### config.mk
export PLATFORM = sky130hd
export DESIGN_NAME = pata_pio_host
export DESIGN_NICKNAME = d
export VERILOG_FILES = /design/src/rtl/pata_pio_pkg.sv /design/src/rtl/pata_timing_sel.sv /design/src/rtl/pata_iordy_sync.sv /design/src/rtl/pata_irq_stat.sv /design/src/rtl/pata_pio_seq.sv /design/src/rtl/pata_pio_host.sv
export SDC_FILE = /design/constraint.sdc
export NUM_CORES = 1
export LEC_CHECK = 0
export ABC_AREA = 0
export BUFFER_PORTS_ARGS = -buffer_cell sky130_fd_sc_hd__buf_2
export CELL_PAD_IN_SITES_DETAIL_PLACEMENT = 1
export CELL_PAD_IN_SITES_GLOBAL_PLACEMENT = 2
export CORE_MARGIN = 1.5
export CORE_UTILIZATION = 32
export CTS_CLUSTER_DIAMETER = 80
export DETAILED_ROUTE_END_ITERATION = 12
export PLACE_DENSITY_LB_ADDON = 0.1
export SLEW_MARGIN = 20
export SYNTH_ARGS = -nofsm -noshare
export SYNTH_HDL_FRONTEND = slang
export SYNTH_HIERARCHICAL = 1
export SYNTH_SLANG_ARGS = --single-unit
### constraint.sdc
create_clock -name clk -period 11.4 [get_ports clk]
set_input_delay 2.28 -clock clk [delete_from_list [all_inputs] [get_ports clk]]
set_output_delay 2.28 -clock clk [all_outputs]
set_load 0.005 [all_outputs]
### src/rtl/pata_pio_pkg.sv
package pata_pio_pkg;

    localparam int CNT_W  = 8;
    localparam int NIB_W  = 4;
    localparam int ADDR_W = 4;
    localparam int TIM_W  = 16;

    typedef logic [CNT_W-1:0] cnt_t;

    localparam cnt_t CNT_ONE = cnt_t'(1);
    localparam logic [ADDR_W-1:0] DATA_PORT_ADDR = '0;

    typedef struct packed {
        cnt_t setup;
        cnt_t width;
        cnt_t recov;
        cnt_t hold;
    } pio_timing_t;

    typedef enum logic [1:0] {
        PH_IDLE,
        PH_SETUP,
        PH_STROBE,
        PH_RECOV
    } pio_phase_t;

    function automatic cnt_t at_least_one(input cnt_t v);
        return (v == '0) ? CNT_ONE : v;
    endfunction

    function automatic cnt_t recov_span(input cnt_t r, input cnt_t h);
        cnt_t m;
        m = (r > h) ? r : h;
        return at_least_one(m);
    endfunction

    function automatic logic [1:0] cs_decode(input logic [ADDR_W-1:0] a);
        return a[ADDR_W-1] ? 2'b01 : 2'b10;
    endfunction

endpackage

### src/rtl/pata_timing_sel.sv
module pata_timing_sel
    import pata_pio_pkg::*;
(
    input  logic [ADDR_W-1:0] addr,
    input  logic [TIM_W-1:0]  reg_word,
    input  logic [TIM_W-1:0]  data_word,
    input  cnt_t              data_width,
    output pio_timing_t       tim
);
    always_comb begin
        tim.setup = cnt_t'(data_word[NIB_W-1:0]);
        tim.hold  = cnt_t'(data_word[TIM_W-1:TIM_W-NIB_W]);
        if (addr == DATA_PORT_ADDR) begin
            tim.width = data_width;
            tim.recov = data_word[NIB_W+CNT_W-1:NIB_W];
        end else begin
            tim.width = reg_word[TIM_W-1:CNT_W];
            tim.recov = reg_word[CNT_W-1:0];
        end
    end
endmodule

### src/rtl/pata_iordy_sync.sv
module pata_iordy_sync #(
    parameter int STAGES = 2
) (
    input  logic clk,
    input  logic rst,
    input  logic async_in,
    output logic sync_out
);
    generate
        if (STAGES > 1) begin : g_chain
            logic [STAGES-1:0] chain;
            always_ff @(posedge clk) begin
                if (rst) chain <= '1;
                else     chain <= {chain[STAGES-2:0], async_in};
            end
            assign sync_out = chain[STAGES-1];
        end else begin : g_single
            logic q;
            always_ff @(posedge clk) begin
                if (rst) q <= 1'b1;
                else     q <= async_in;
            end
            assign sync_out = q;
        end
    endgenerate
endmodule

### src/rtl/pata_irq_stat.sv
module pata_irq_stat (
    input  logic clk,
    input  logic rst,
    input  logic set_evt,
    input  logic clr_req,
    input  logic mask,
    output logic stat,
    output logic irq
);
    always_ff @(posedge clk) begin
        if (rst)          stat <= 1'b0;
        else if (set_evt) stat <= 1'b1;
        else if (clr_req) stat <= 1'b0;
    end
    assign irq = stat & mask;
endmodule

### src/rtl/pata_pio_seq.sv
module pata_pio_seq
    import pata_pio_pkg::*;
#(
    parameter int DATA_W = 16
) (
    input  logic              clk,
    input  logic              rst,
    input  logic              start,
    input  logic [ADDR_W-1:0] addr,
    input  logic              write,
    input  logic [DATA_W-1:0] tx_word,
    input  pio_timing_t       tim,
    input  logic              stall,
    input  logic [DATA_W-1:0] dd_in,
    output logic [1:0]        cs_n,
    output logic [2:0]        da,
    output logic              dior_n,
    output logic              diow_n,
    output logic [DATA_W-1:0] dd_out,
    output logic              dd_oe,
    output logic [DATA_W-1:0] rx_word,
    output logic              busy,
    output logic              finish
);
    pio_phase_t        phase;
    cnt_t              cnt;
    cnt_t              hold_cnt;
    logic [ADDR_W-1:0] lat_addr;
    logic              lat_wr;
    logic [DATA_W-1:0] lat_tx;
    pio_timing_t       lat_tim;

    always_ff @(posedge clk) begin
        if (rst) begin
            phase    <= PH_IDLE;
            cnt      <= '0;
            hold_cnt <= '0;
            lat_addr <= '0;
            lat_wr   <= 1'b0;
            lat_tx   <= '0;
            lat_tim  <= '0;
            rx_word  <= '0;
        end else begin
            case (phase)
                PH_IDLE: begin
                    if (start) begin
                        lat_addr <= addr;
                        lat_wr   <= write;
                        lat_tx   <= tx_word;
                        lat_tim  <= tim;
                        if (tim.setup != '0) begin
                            phase <= PH_SETUP;
                            cnt   <= tim.setup - CNT_ONE;
                        end else begin
                            phase <= PH_STROBE;
                            cnt   <= at_least_one(tim.width) - CNT_ONE;
                        end
                    end
                end
                PH_SETUP: begin
                    if (cnt == '0) begin
                        phase <= PH_STROBE;
                        cnt   <= at_least_one(lat_tim.width) - CNT_ONE;
                    end else begin
                        cnt <= cnt - CNT_ONE;
                    end
                end
                PH_STROBE: begin
                    if (!stall) begin
                        if (cnt == '0) begin
                            phase    <= PH_RECOV;
                            cnt      <= recov_span(lat_tim.recov, lat_tim.hold) - CNT_ONE;
                            hold_cnt <= lat_tim.hold;
                            if (!lat_wr) rx_word <= dd_in;
                        end else begin
                            cnt <= cnt - CNT_ONE;
                        end
                    end
                end
                PH_RECOV: begin
                    if (hold_cnt != '0) hold_cnt <= hold_cnt - CNT_ONE;
                    if (cnt == '0) phase <= PH_IDLE;
                    else           cnt   <= cnt - CNT_ONE;
                end
                default: phase <= PH_IDLE;
            endcase
        end
    end

    always_comb begin
        busy   = (phase != PH_IDLE);
        finish = (phase == PH_RECOV) && (cnt == '0);
        cs_n   = busy ? cs_decode(lat_addr) : 2'b11;
        da     = busy ? lat_addr[2:0] : 3'b000;
        dior_n = !((phase == PH_STROBE) && !lat_wr);
        diow_n = !((phase == PH_STROBE) &&  lat_wr);
        dd_out = lat_tx;
        dd_oe  = lat_wr && ((phase == PH_SETUP) || (phase == PH_STROBE) ||
                            ((phase == PH_RECOV) && (hold_cnt != '0)));
    end
endmodule

### src/rtl/pata_pio_host.sv
module pata_pio_host
    import pata_pio_pkg::*;
#(
    parameter int DATA_W      = 16,
    parameter int SYNC_STAGES = 2
) (
    input  logic              clk,
    input  logic              rst,
    input  logic [3:0]        cfg_addr,
    input  logic              cfg_write,
    input  logic [DATA_W-1:0] cfg_tx_word,
    input  logic              cfg_start,
    input  logic              cfg_dev_reset,
    input  logic              cfg_iordy_en,
    input  logic [15:0]       tim_reg,
    input  logic [15:0]       tim_data,
    input  logic [7:0]        tim_data_width,
    input  logic              irq_mask,
    input  logic              stat_clear,
    output logic [DATA_W-1:0] rx_word,
    output logic              busy,
    output logic              done_stat,
    output logic              irq,
    output logic [1:0]        ata_cs_n,
    output logic [2:0]        ata_da,
    output logic              ata_dior_n,
    output logic              ata_diow_n,
    output logic              ata_reset_n,
    output logic [DATA_W-1:0] ata_dd_out,
    output logic              ata_dd_oe,
    input  logic [DATA_W-1:0] ata_dd_in,
    input  logic              ata_iordy
);
    pio_timing_t sel_tim;
    logic        iordy_s;
    logic        stall;
    logic        finish;

    pata_timing_sel u_tsel (
        .addr       (cfg_addr),
        .reg_word   (tim_reg),
        .data_word  (tim_data),
        .data_width (tim_data_width),
        .tim        (sel_tim)
    );

    pata_iordy_sync #(.STAGES(SYNC_STAGES)) u_sync (
        .clk      (clk),
        .rst      (rst),
        .async_in (ata_iordy),
        .sync_out (iordy_s)
    );

    assign stall = cfg_iordy_en & ~iordy_s;

    pata_pio_seq #(.DATA_W(DATA_W)) u_seq (
        .clk     (clk),
        .rst     (rst),
        .start   (cfg_start),
        .addr    (cfg_addr),
        .write   (cfg_write),
        .tx_word (cfg_tx_word),
        .tim     (sel_tim),
        .stall   (stall),
        .dd_in   (ata_dd_in),
        .cs_n    (ata_cs_n),
        .da      (ata_da),
        .dior_n  (ata_dior_n),
        .diow_n  (ata_diow_n),
        .dd_out  (ata_dd_out),
        .dd_oe   (ata_dd_oe),
        .rx_word (rx_word),
        .busy    (busy),
        .finish  (finish)
    );

    pata_irq_stat u_stat (
        .clk     (clk),
        .rst     (rst),
        .set_evt (finish),
        .clr_req (stat_clear),
        .mask    (irq_mask),
        .stat    (done_stat),
        .irq     (irq)
    );

    assign ata_reset_n = ~cfg_dev_reset;
endmodule

Yosys cells after proc, flatten, opt, wreduce, memory -nomap -nowiden
Index checks and enable logic that the tools add are counted.
{ "totals": {"regBits": 78, "latchBits": 0, "ram_bits": 0, "mem_bits_ro": 0, "inputBits": 85, "wordCells": 89, "mem_count": 0} }
{ "classes": {"add_sub_neg": 6, "mul": 0, "n_div": 0, "magnitude_cmp": 1, "n_eq_ne": 10, "shift": 0, "mux": 28, "bitwise": 6, "n_reduce_logical": 26} }
{ "op_table": {"columns": ["operator", "count"], "rows": [
  ["$mux 8", 13],
  ["$sub 8x1->8 const B", 5],
  ["$logic_not 8->1", 4],
  ["$pmux 8 s4", 1],
  ["$mux 16", 1],
  ["$mux 2", 8],
  ["$pmux 8 s2", 1],
  ["$reduce_bool 8->1", 2],
  ["$gt 8x4->1", 1],
  ["$ne 2x1->1 const B", 4],
  ["$pmux 2 s4", 1],
  ["$reduce_and 4->1", 2],
  ["$ne 2x2->1 const B", 3],
  ["$reduce_bool 2->1", 3],
  ["$logic_and 1x1->1", 5],
  ["$reduce_and 5->1", 1],
  ["$sub 4x1->5 const B", 1],
  ["$eq 2x2->1 const B", 2],
  ["$logic_not 4->1", 1],
  ["$not 1->1", 4],
  ["$logic_not 1->1", 3],
  ["$mux 3", 1],
  ["$reduce_and 3->1", 1],
  ["$and 1x1->1", 2],
  ["other kinds (5)", 7]
]} }

Logic depth before layout (Yosys ltp)
Gate-level depths: netlist (run 1).
{ "logic_depth": {"word_depth": 8, "mapped_depth": 16, "mapped_depth_nobuf": 15} }

Cells and area by module
The synthesis (run 1) kept the hierarchy.
{ "modules_own_cells": {"columns": ["mod", "n_inst", "cells_each", "area_per_inst_um2", "seq_area_each_um2"], "rows": [
  ["pata_pio_seq", 1, 616, 4501.8, 1581.5],
  ["pata_timing_sel", 1, 35, 336.6, 0.0],
  ["pata_iordy_sync", 1, 4, 52.6, 40.0],
  ["pata_irq_stat", 1, 5, 45.0, 20.0],
  ["pata_pio_host", 1, 2, 17.5, 0.0]
]} }

Least setup slack after synthesis (run 1)
OpenSTA, ideal clock, no wires.
{ "synth_timing": {"path_kind": "input to register", "from": "input port cfg_addr[1]", "to": "register u_seq.cnt[2]", "arrival_time_ns": 5.110, "setup_slack_ns": 6.169, "stages": 13, "n_path_buf": 1, "cell_sequence": "nor4_4 buf_6 mux2_2 or4_1 nor4_1 nor2_1 nor3_1 nor2_1 ha_1 xnor2_1 nor2_1 o41ai_1 o311a_1"} }
{ "synth_rtl": {"columns": ["item", "line_no", "source"], "rows": [
  ["from (decl)", "pata_pio_host.sv:9", "input logic [3:0] cfg_addr,"],
  ["to (signal assigned)", "pata_pio_seq.sv:53", "cnt <= tim.setup - CNT_ONE;"],
  ["to (signal assigned)", "pata_pio_seq.sv:56", "cnt <= at_least_one(tim.width) - CNT_ONE;"],
  ["to (signal assigned)", "pata_pio_seq.sv:63", "cnt <= at_least_one(lat_tim.width) - CNT_ONE;"],
  ["to (decl)", "pata_pio_seq.sv:26", "cnt_t cnt;"]
]} }

==> impl_results.md, run 1 <==
* Vert. Die Dim at 127.4 um
* Avg Inst Size Synth at 7.483 um^2
* Max rail drop VDD at a little over 0.0001 V
* Post-synth ARST share at 0
* Worst path max stage delay at 590 ps
* Total CTS buffers at 9
* Layout Skew at just over 9 ps
* Post-Syn Instances at between 600 and 700
* I/O pin total at ~130
* CP Launch Type: input pin
* Largest net degree at the start of global routing at 80
* Clk slew on worst S/H paths at roughly 60 ps
* Gr usage total at 0.1960
* Met2 WL at between 6 and 7 mm
* Synth warn at 6
* CTS max path bufs at 2
* Clock Latency Late Sink at roughly 340 ps
* Register area at 0.001642 mm^2
* Initial antenna violation count at 1
* Max-slew violations at 0
* Area after DPL at about 0.0056 mm^2
* Drt wl/cell at ~16 um
* Vias per inst at roughly 5.1
* Core Area at roughly 0.015 mm^2
* RePlAce Congestion at between 0.8 and 0.9
* Synth top area cells: dfxtp_1, nand2_1, a21oi_1, ha_1, mux2_2
* Die Footprint at between 0.015 and 0.02 mm^2
* Clock sink total at around 80
* Outcome: finished, final reports clean
* Vias after detailed routing at 4905
* DRC errors left at 0
* Final Cycle Share at 0.4574
* Endpoints failing hold at 0
* Slew headroom at 0.4147
* Count leader, synth: nand2_1
* # setup viols final at 0
* Crit Path Max Fanout at 16
* Cell Rows at 45
* CP Class: in2reg
* Synth area leader: dfxtp_1
* Detail Placement HPWL at ~12 mm
* Initial DRC Count at between 200 and 300
* CP Cell Sequence: buf_2 > nor4_4 > buf_4 > mux2_2 > or4_1 > nor4_1 > nor2_1 > nor3_1 > nor2_1 > ha_1 > xnor2_1 > nor2_1 > o41ai_1 > o311a_1
* Nets at approximately 870
* PortBufs at 128
* Share of cells above drive strength 1 at 0.2357
* # fillers at 1895
* Number of routed nets with antenna violations at 0
* Hold-fix buffers at CTS at 0
* Met1 Wirelength at roughly 7.5 mm
* Area Growth Syn to Fin at 19.60%
* Area share of the largest cell type after synthesis at 0.3314
* CP required at approximately 12000 ps
* Highest routed layer: met5
* Maxcap violations at 0
* DRT Pass-1 Iters at 4
* Setup TNS at 0 ps
* CP bufs+invs at 2
* Setup repair bufs after CTS at 0
* Util after Layout at 0.3912
* FF+latch count, synth at 82
* F_max at 191.8 MHz
* Fin crit period at approximately 5200 ps
* Total congestion overflow at 0
* Gates resized, CTS repair at 0
* Met3 wire length at ~910 um
* Endpoint class of the critical path: flip-flop
* Die W at approximately 130 um
* Synthesized area at 0.004954 mm^2
* Register area share after synthesis at 0.3314
* Delay-heaviest family, CP: simple AND/OR/NAND/NOR gates
* Post-route cell area at a little under 0.006 mm^2
* Initial Util at 0.3271
* Hold WC Path Type: reg2reg
* WL final at approximately 15 mm
* Post-synth EDFFs at 0
* Cell repeated most along the worst path: nor2_1
* Crit path arrival time at 5500 ps
* Distinct cell type count after synthesis at 64
* Highest-delay cell along the critical path: or4_1
* H-tree depth at 3
* RSZ-0062 raised after global routing: false
* Worst-margin pin slew at between 800 and 900 ps
* First-pass GRT wire length at approximately 25 mm
* CTS root buf: clkbuf_16
* Post-synth top flop: dfxtp_1
* Number of global-route vias before repair at around 4900
* Synth top cells by count: nand2_1, a21oi_1, dfxtp_1, nor2_1, clkbuf_1
* Pleak at approximately 2.4 nW
* PD cells at roughly 220 mW/mm^2
* CTS tree: yes
* Multi-input logic area at 0.002977 mm^2
## routing by layer
layer,up-vias,GRT usage
met3,15,0.05067
met2,110,0.3068
met4,2,0.05682
met1,2305,0.2657
met5,-,0
li1,2473,-
## layout by cell type (no fill, tap or decap), types with 4 or more instances in the layout
cell type / n
nor2_1: 33
buf_2: 128
nor4_1: 4
nor3_1: 14
xor2_1: 5
or3_1: 7
nor2b_1: 11
ha_1: 17
buf_4: 6
and2_1: 4
mux2_2: 18
nand2b_1: 13
a21oi_1: 88
o211ai_1: 6
dfxtp_1: 82
a211o_1: 4
a31oi_1: 6
conb_1: 8
nand2_1: 161
clkbuf_16: 9
o31a_1: 4
o21ai_0: 24
o22ai_1: 6
inv_1: 22
a211oi_1: 5
nand3_1: 9
xnor2_1: 10
mux2i_1: 6
## layout make-up
cell class	instances	share of cell area
Tap cell	188	0.03970
Multi-Input combinational cell	514	0.5024
Clock buffer	10	0.03865
Timing Repair Buffer	134	0.1157
Clock inverter	6	0.01204
Sequential cell	82	0.2771
Inverter	22	0.01394
Antenna cell	1	0.0004224
## state kept, by name, indices dropped and copies added (netlist names)
| name | count |
|---|---|
| u_seq/rx_word | 16 |
| u_seq/dd_out | 16 |
| u_sync/g_chain.chain | 2 |
| u_seq/cnt | 8 |
| u_seq/hold_cnt | 8 |
| u_seq/lat_addr | 4 |
| u_seq/lat_wr | 1 |
| u_stat/stat | 1 |
| u_seq/phase | 2 |
| u_seq/lat_tim | 24 |
## power breakdown
group	switching (W)	internal (W)	total, W
logic	0.000362	0.000235	0.000597
clock network	0.000127	0.000172	0.000299
registers	0.0000550	0.000339	0.000394
total	0.000544	0.000746	0.00129
## worst reg2reg max path, stage by stage, from the launching register on
cell and delay, ps:
dfxtp_1 420, inv_1 90, ha_1 310, nor2b_1 140
o211ai_1 160, a21oi_1 90, o22ai_1 110, buf_4 230
mux2i_1 240, ha_1 220, nor2b_1 190, nand2_1 120
nor3_1 190, xnor2_1 160, mux2i_1 140, o211ai_1 260
nand3_1 110
## kinds of logic after synthesis
kind of cell,Yosys count,share of synthesized area
simple gates,280,0.2617
compound gates,169,0.2064
flops,82,0.3314
buf+inv,73,0.07477
mux,24,0.05304
fa+ha+maj,18,0.04547
xor+xnor,15,0.02652
other cells,1,0.0007570
## per-stage QoR
step	power [W]	hold slack (ps)	setup slack, ps	instances
2_1_floorplan	0.0008224	383.2	6169	669
3_3_place_gp	0.0009824	402.0	5948	940
3_5_place_dp	0.0009945	399.0	5830	940
4_1_cts	0.001303	419.3	6193	956
5_1_grt	0.001400	432.1	6013	956
6_report	0.001290	409.7	6186	957
## final timing paths
| path | startpoint | end | slack [ps] | cells after the start |
|---|---|---|---|---|
| setup / recovery | cfg_addr[1] | u_seq/cnt[2]$_SDFFE_PP0P_ | 6190 | 14 |
| hold / removal | u_sync/g_chain.chain[0]$_SDFF_PP1_ | u_sync/g_chain.chain[1]$_SDFF_PP1_ | 410 | 1 |
| hold reg to reg | u_sync/g_chain.chain[0]$_SDFF_PP1_ | u_sync/g_chain.chain[1]$_SDFF_PP1_ | 410 | 1 |
| setup reg to reg | u_seq/lat_tim[1]$_SDFFE_PP0P_ | u_seq/cnt[6]$_SDFFE_PP0P_ | 8110 | 16 |
(Power assumes the default switching activity.)
==> run 2, diff against run 1 <==
--- a/config.mk
+++ b/config.mk
@@ -10,7 +10,7 @@
 export CELL_PAD_IN_SITES_DETAIL_PLACEMENT = 1
 export CELL_PAD_IN_SITES_GLOBAL_PLACEMENT = 2
 export CORE_MARGIN = 1.5
-export CORE_UTILIZATION = 32
+export CORE_UTILIZATION = 30
 export CTS_CLUSTER_DIAMETER = 80
 export DETAILED_ROUTE_END_ITERATION = 12
 export PLACE_DENSITY_LB_ADDON = 0.1
==> constraint.sdc (replaced) <==
create_clock -name clk -period 5.3 [get_ports clk]
set_input_delay 1.06 -clock clk [delete_from_list [all_inputs] [get_ports clk]]
set_output_delay 1.06 -clock clk [all_outputs]
set_load 0.005 [all_outputs]
==> run 2 against run 1 <==
Core utilization fell by 2.0 points. Sequential cell count unchanged. Final cell count rose by 2.7%. Routed wire length increased by 3.1%. Critical endpoint unchanged. Largest cell class unchanged. Largest power group unchanged.
==> impl_results.md, run 2 (synthesized netlist as in run 1, its figures left out) <==
* Outcome: finished, final reports clean
* DRC errors left at 0
* Util after Layout at 0.3707
* Die W at 131.5 um
* Final Cycle Share at 0.7948
* Final std cells w/o fill at around 1000
* # setup viols final at 0
* Max-slew violations at 0
* Maxcap violations at 0
* CTS max path bufs at 2
* First-pass GRT wire length at between 20 and 30 mm
* Worst-margin pin slew at ~770 ps
* Detail Placement HPWL at 12.02 mm
* Cell Rows at 46
* Drt wl/cell at 16.23 um
* Initial DRC Count at 320
* Crit path arrival time at 4500 ps
* Area Growth Syn to Fin at 19.75%
* CTS root buf: clkbuf_16
* RSZ-0062 raised after global routing: false
* Gr usage total at 0.1873
* Slew headroom at 0.4862
* Dpl cells at 968
* Clock sink total at 82
* Core Area at around 0.016 mm^2
* Total congestion overflow at 0
* F_max at between 200 and 250 MHz
* Vias after detailed routing at 4934
* Die Footprint at ~0.017 mm^2
* CTS tree: yes
* PortBufs at 128
* Initial antenna violation count at 0
* Diodes inserted at 0
* Setup TNS at 0 ps
* Fin Hold WS at just over 400 ps
* Share of cells above drive strength 1 at 0.2360
* Hold-fix buffers at CTS at 0
* Register with the most flip-flops: u_seq/lat_tim
* RePlAce Congestion at about 0.88
* Vert. Die Dim at 131.5 um
* Fin crit period at approximately 4200 ps
* Most frequent cells in the layout: nand2_1, buf_2, a21oi_1
* # fillers at between 2000 and 2500
* WL final at about 16 mm
* Hold WC Path Type: reg2reg
* Number of global-route vias before repair at ~5000
* Max rail drop VDD at a little over 0.0002 V
* Most common cell after layout, fill and taps aside: nand2_1
* Layout Skew at between 9 and 10 ps
* Endpoint class of the critical path: flip-flop
* Nets at between 800 and 900
* Vias per inst at roughly 5
* Max reg flops at 24
* Gates resized, CTS repair at 0
* Crit Path Max Fanout at 9
* DRT Pass-1 Iters at 4
* Number of routed nets with antenna violations at 0
* CP Launch Type: input pin
* Largest net degree at the start of global routing at 46
* I/O pin total at 129
* H-tree depth at 3
* Endpoints failing hold at 0
* CP Class: in2reg
* Clock Latency Late Sink at 350 ps
* Pleak at 2.436 nW
* Total CTS buffers at 9
* CP required at ~5600 ps
* Clk slew on worst S/H paths at 60 ps
* Setup repair bufs after CTS at 0
* Initial Util at 0.3096
* PD cells at between 400 and 500 mW/mm^2
==> run 2: changes by cell type in the layout (fill, tap and decap cells not counted) <==
cell,delta
clkbuf_1,-1
diode_2,-1
clkinv_4,+2
bufinv_16,-1
inv_6,-1
==> run 2: final timing paths <==
path | from | endpoint | slack, ps | depth (start not counted)
worst max-delay path | cfg_addr[1] | u_seq/cnt[2]$_SDFFE_PP0P_ | 1090 | 13
worst min-delay path | u_sync/g_chain.chain[0]$_SDFF_PP1_ | u_sync/g_chain.chain[1]$_SDFF_PP1_ | 410 | 1
worst max register to register | u_seq/lat_tim[1]$_SDFFE_PP0P_ | u_seq/cnt[6]$_SDFFE_PP0P_ | 2040 | 16
worst min register to register | u_sync/g_chain.chain[0]$_SDFF_PP1_ | u_sync/g_chain.chain[1]$_SDFF_PP1_ | 410 | 1
==> run 2: routing by layer <==
layer,GRT usage,share of wire,vias to the layer above,wire (um)
li1,-,-,2466,-
met5,0,0,-,0
met2,0.2991,0.45,124,7257
met4,0.05741,0.013,0,209
met1,0.2527,0.47,2329,7570
met3,0.03897,0.058,15,919
==> run 2: metrics by stage <==
step | instance area, um^2 | worst slack [ps] | power [W]
floorplan | 4980 | 1289 | 0.001769
global placement | 5648 | 885.8 | 0.002126
detailed placement | 5648 | 733.3 | 0.002155
CTS | 5923 | 1103 | 0.002763
global route | 5932 | 819.7 | 0.002978
finish | 5932 | 1088 | 0.002733
==> run 2: critical path, cell delays in order <==
cell,delay [ps]
buf_2,120
nor4_4,690
mux2_2,480
or4_1,570
nor4_1,230
nor2_1,70
nor3_1,170
nor2_1,90
ha_1,220
xnor2_1,180
nor2_1,70
o41ai_1,330
o311a_1,210
==> run 2: cell type report <==
cell class,count,area [um^2],area share
Clock inverter,6,50.05,0.008437
Clock buffer,9,225.2,0.03797
Inverter,22,82.58,0.01392
Sequential cell,82,1642,0.2767
Timing Repair Buffer,134,685.7,0.1156
Multi-Input combinational cell,514,2977,0.5018
Tap cell,216,270.3,0.04556
==> run 2: where the power goes <==
part           switching (W)  internal (W)
Combinational       0.000785      0.000506
Clock               0.000274      0.000320
Sequential          0.000119      0.000730
Total                0.00118       0.00156
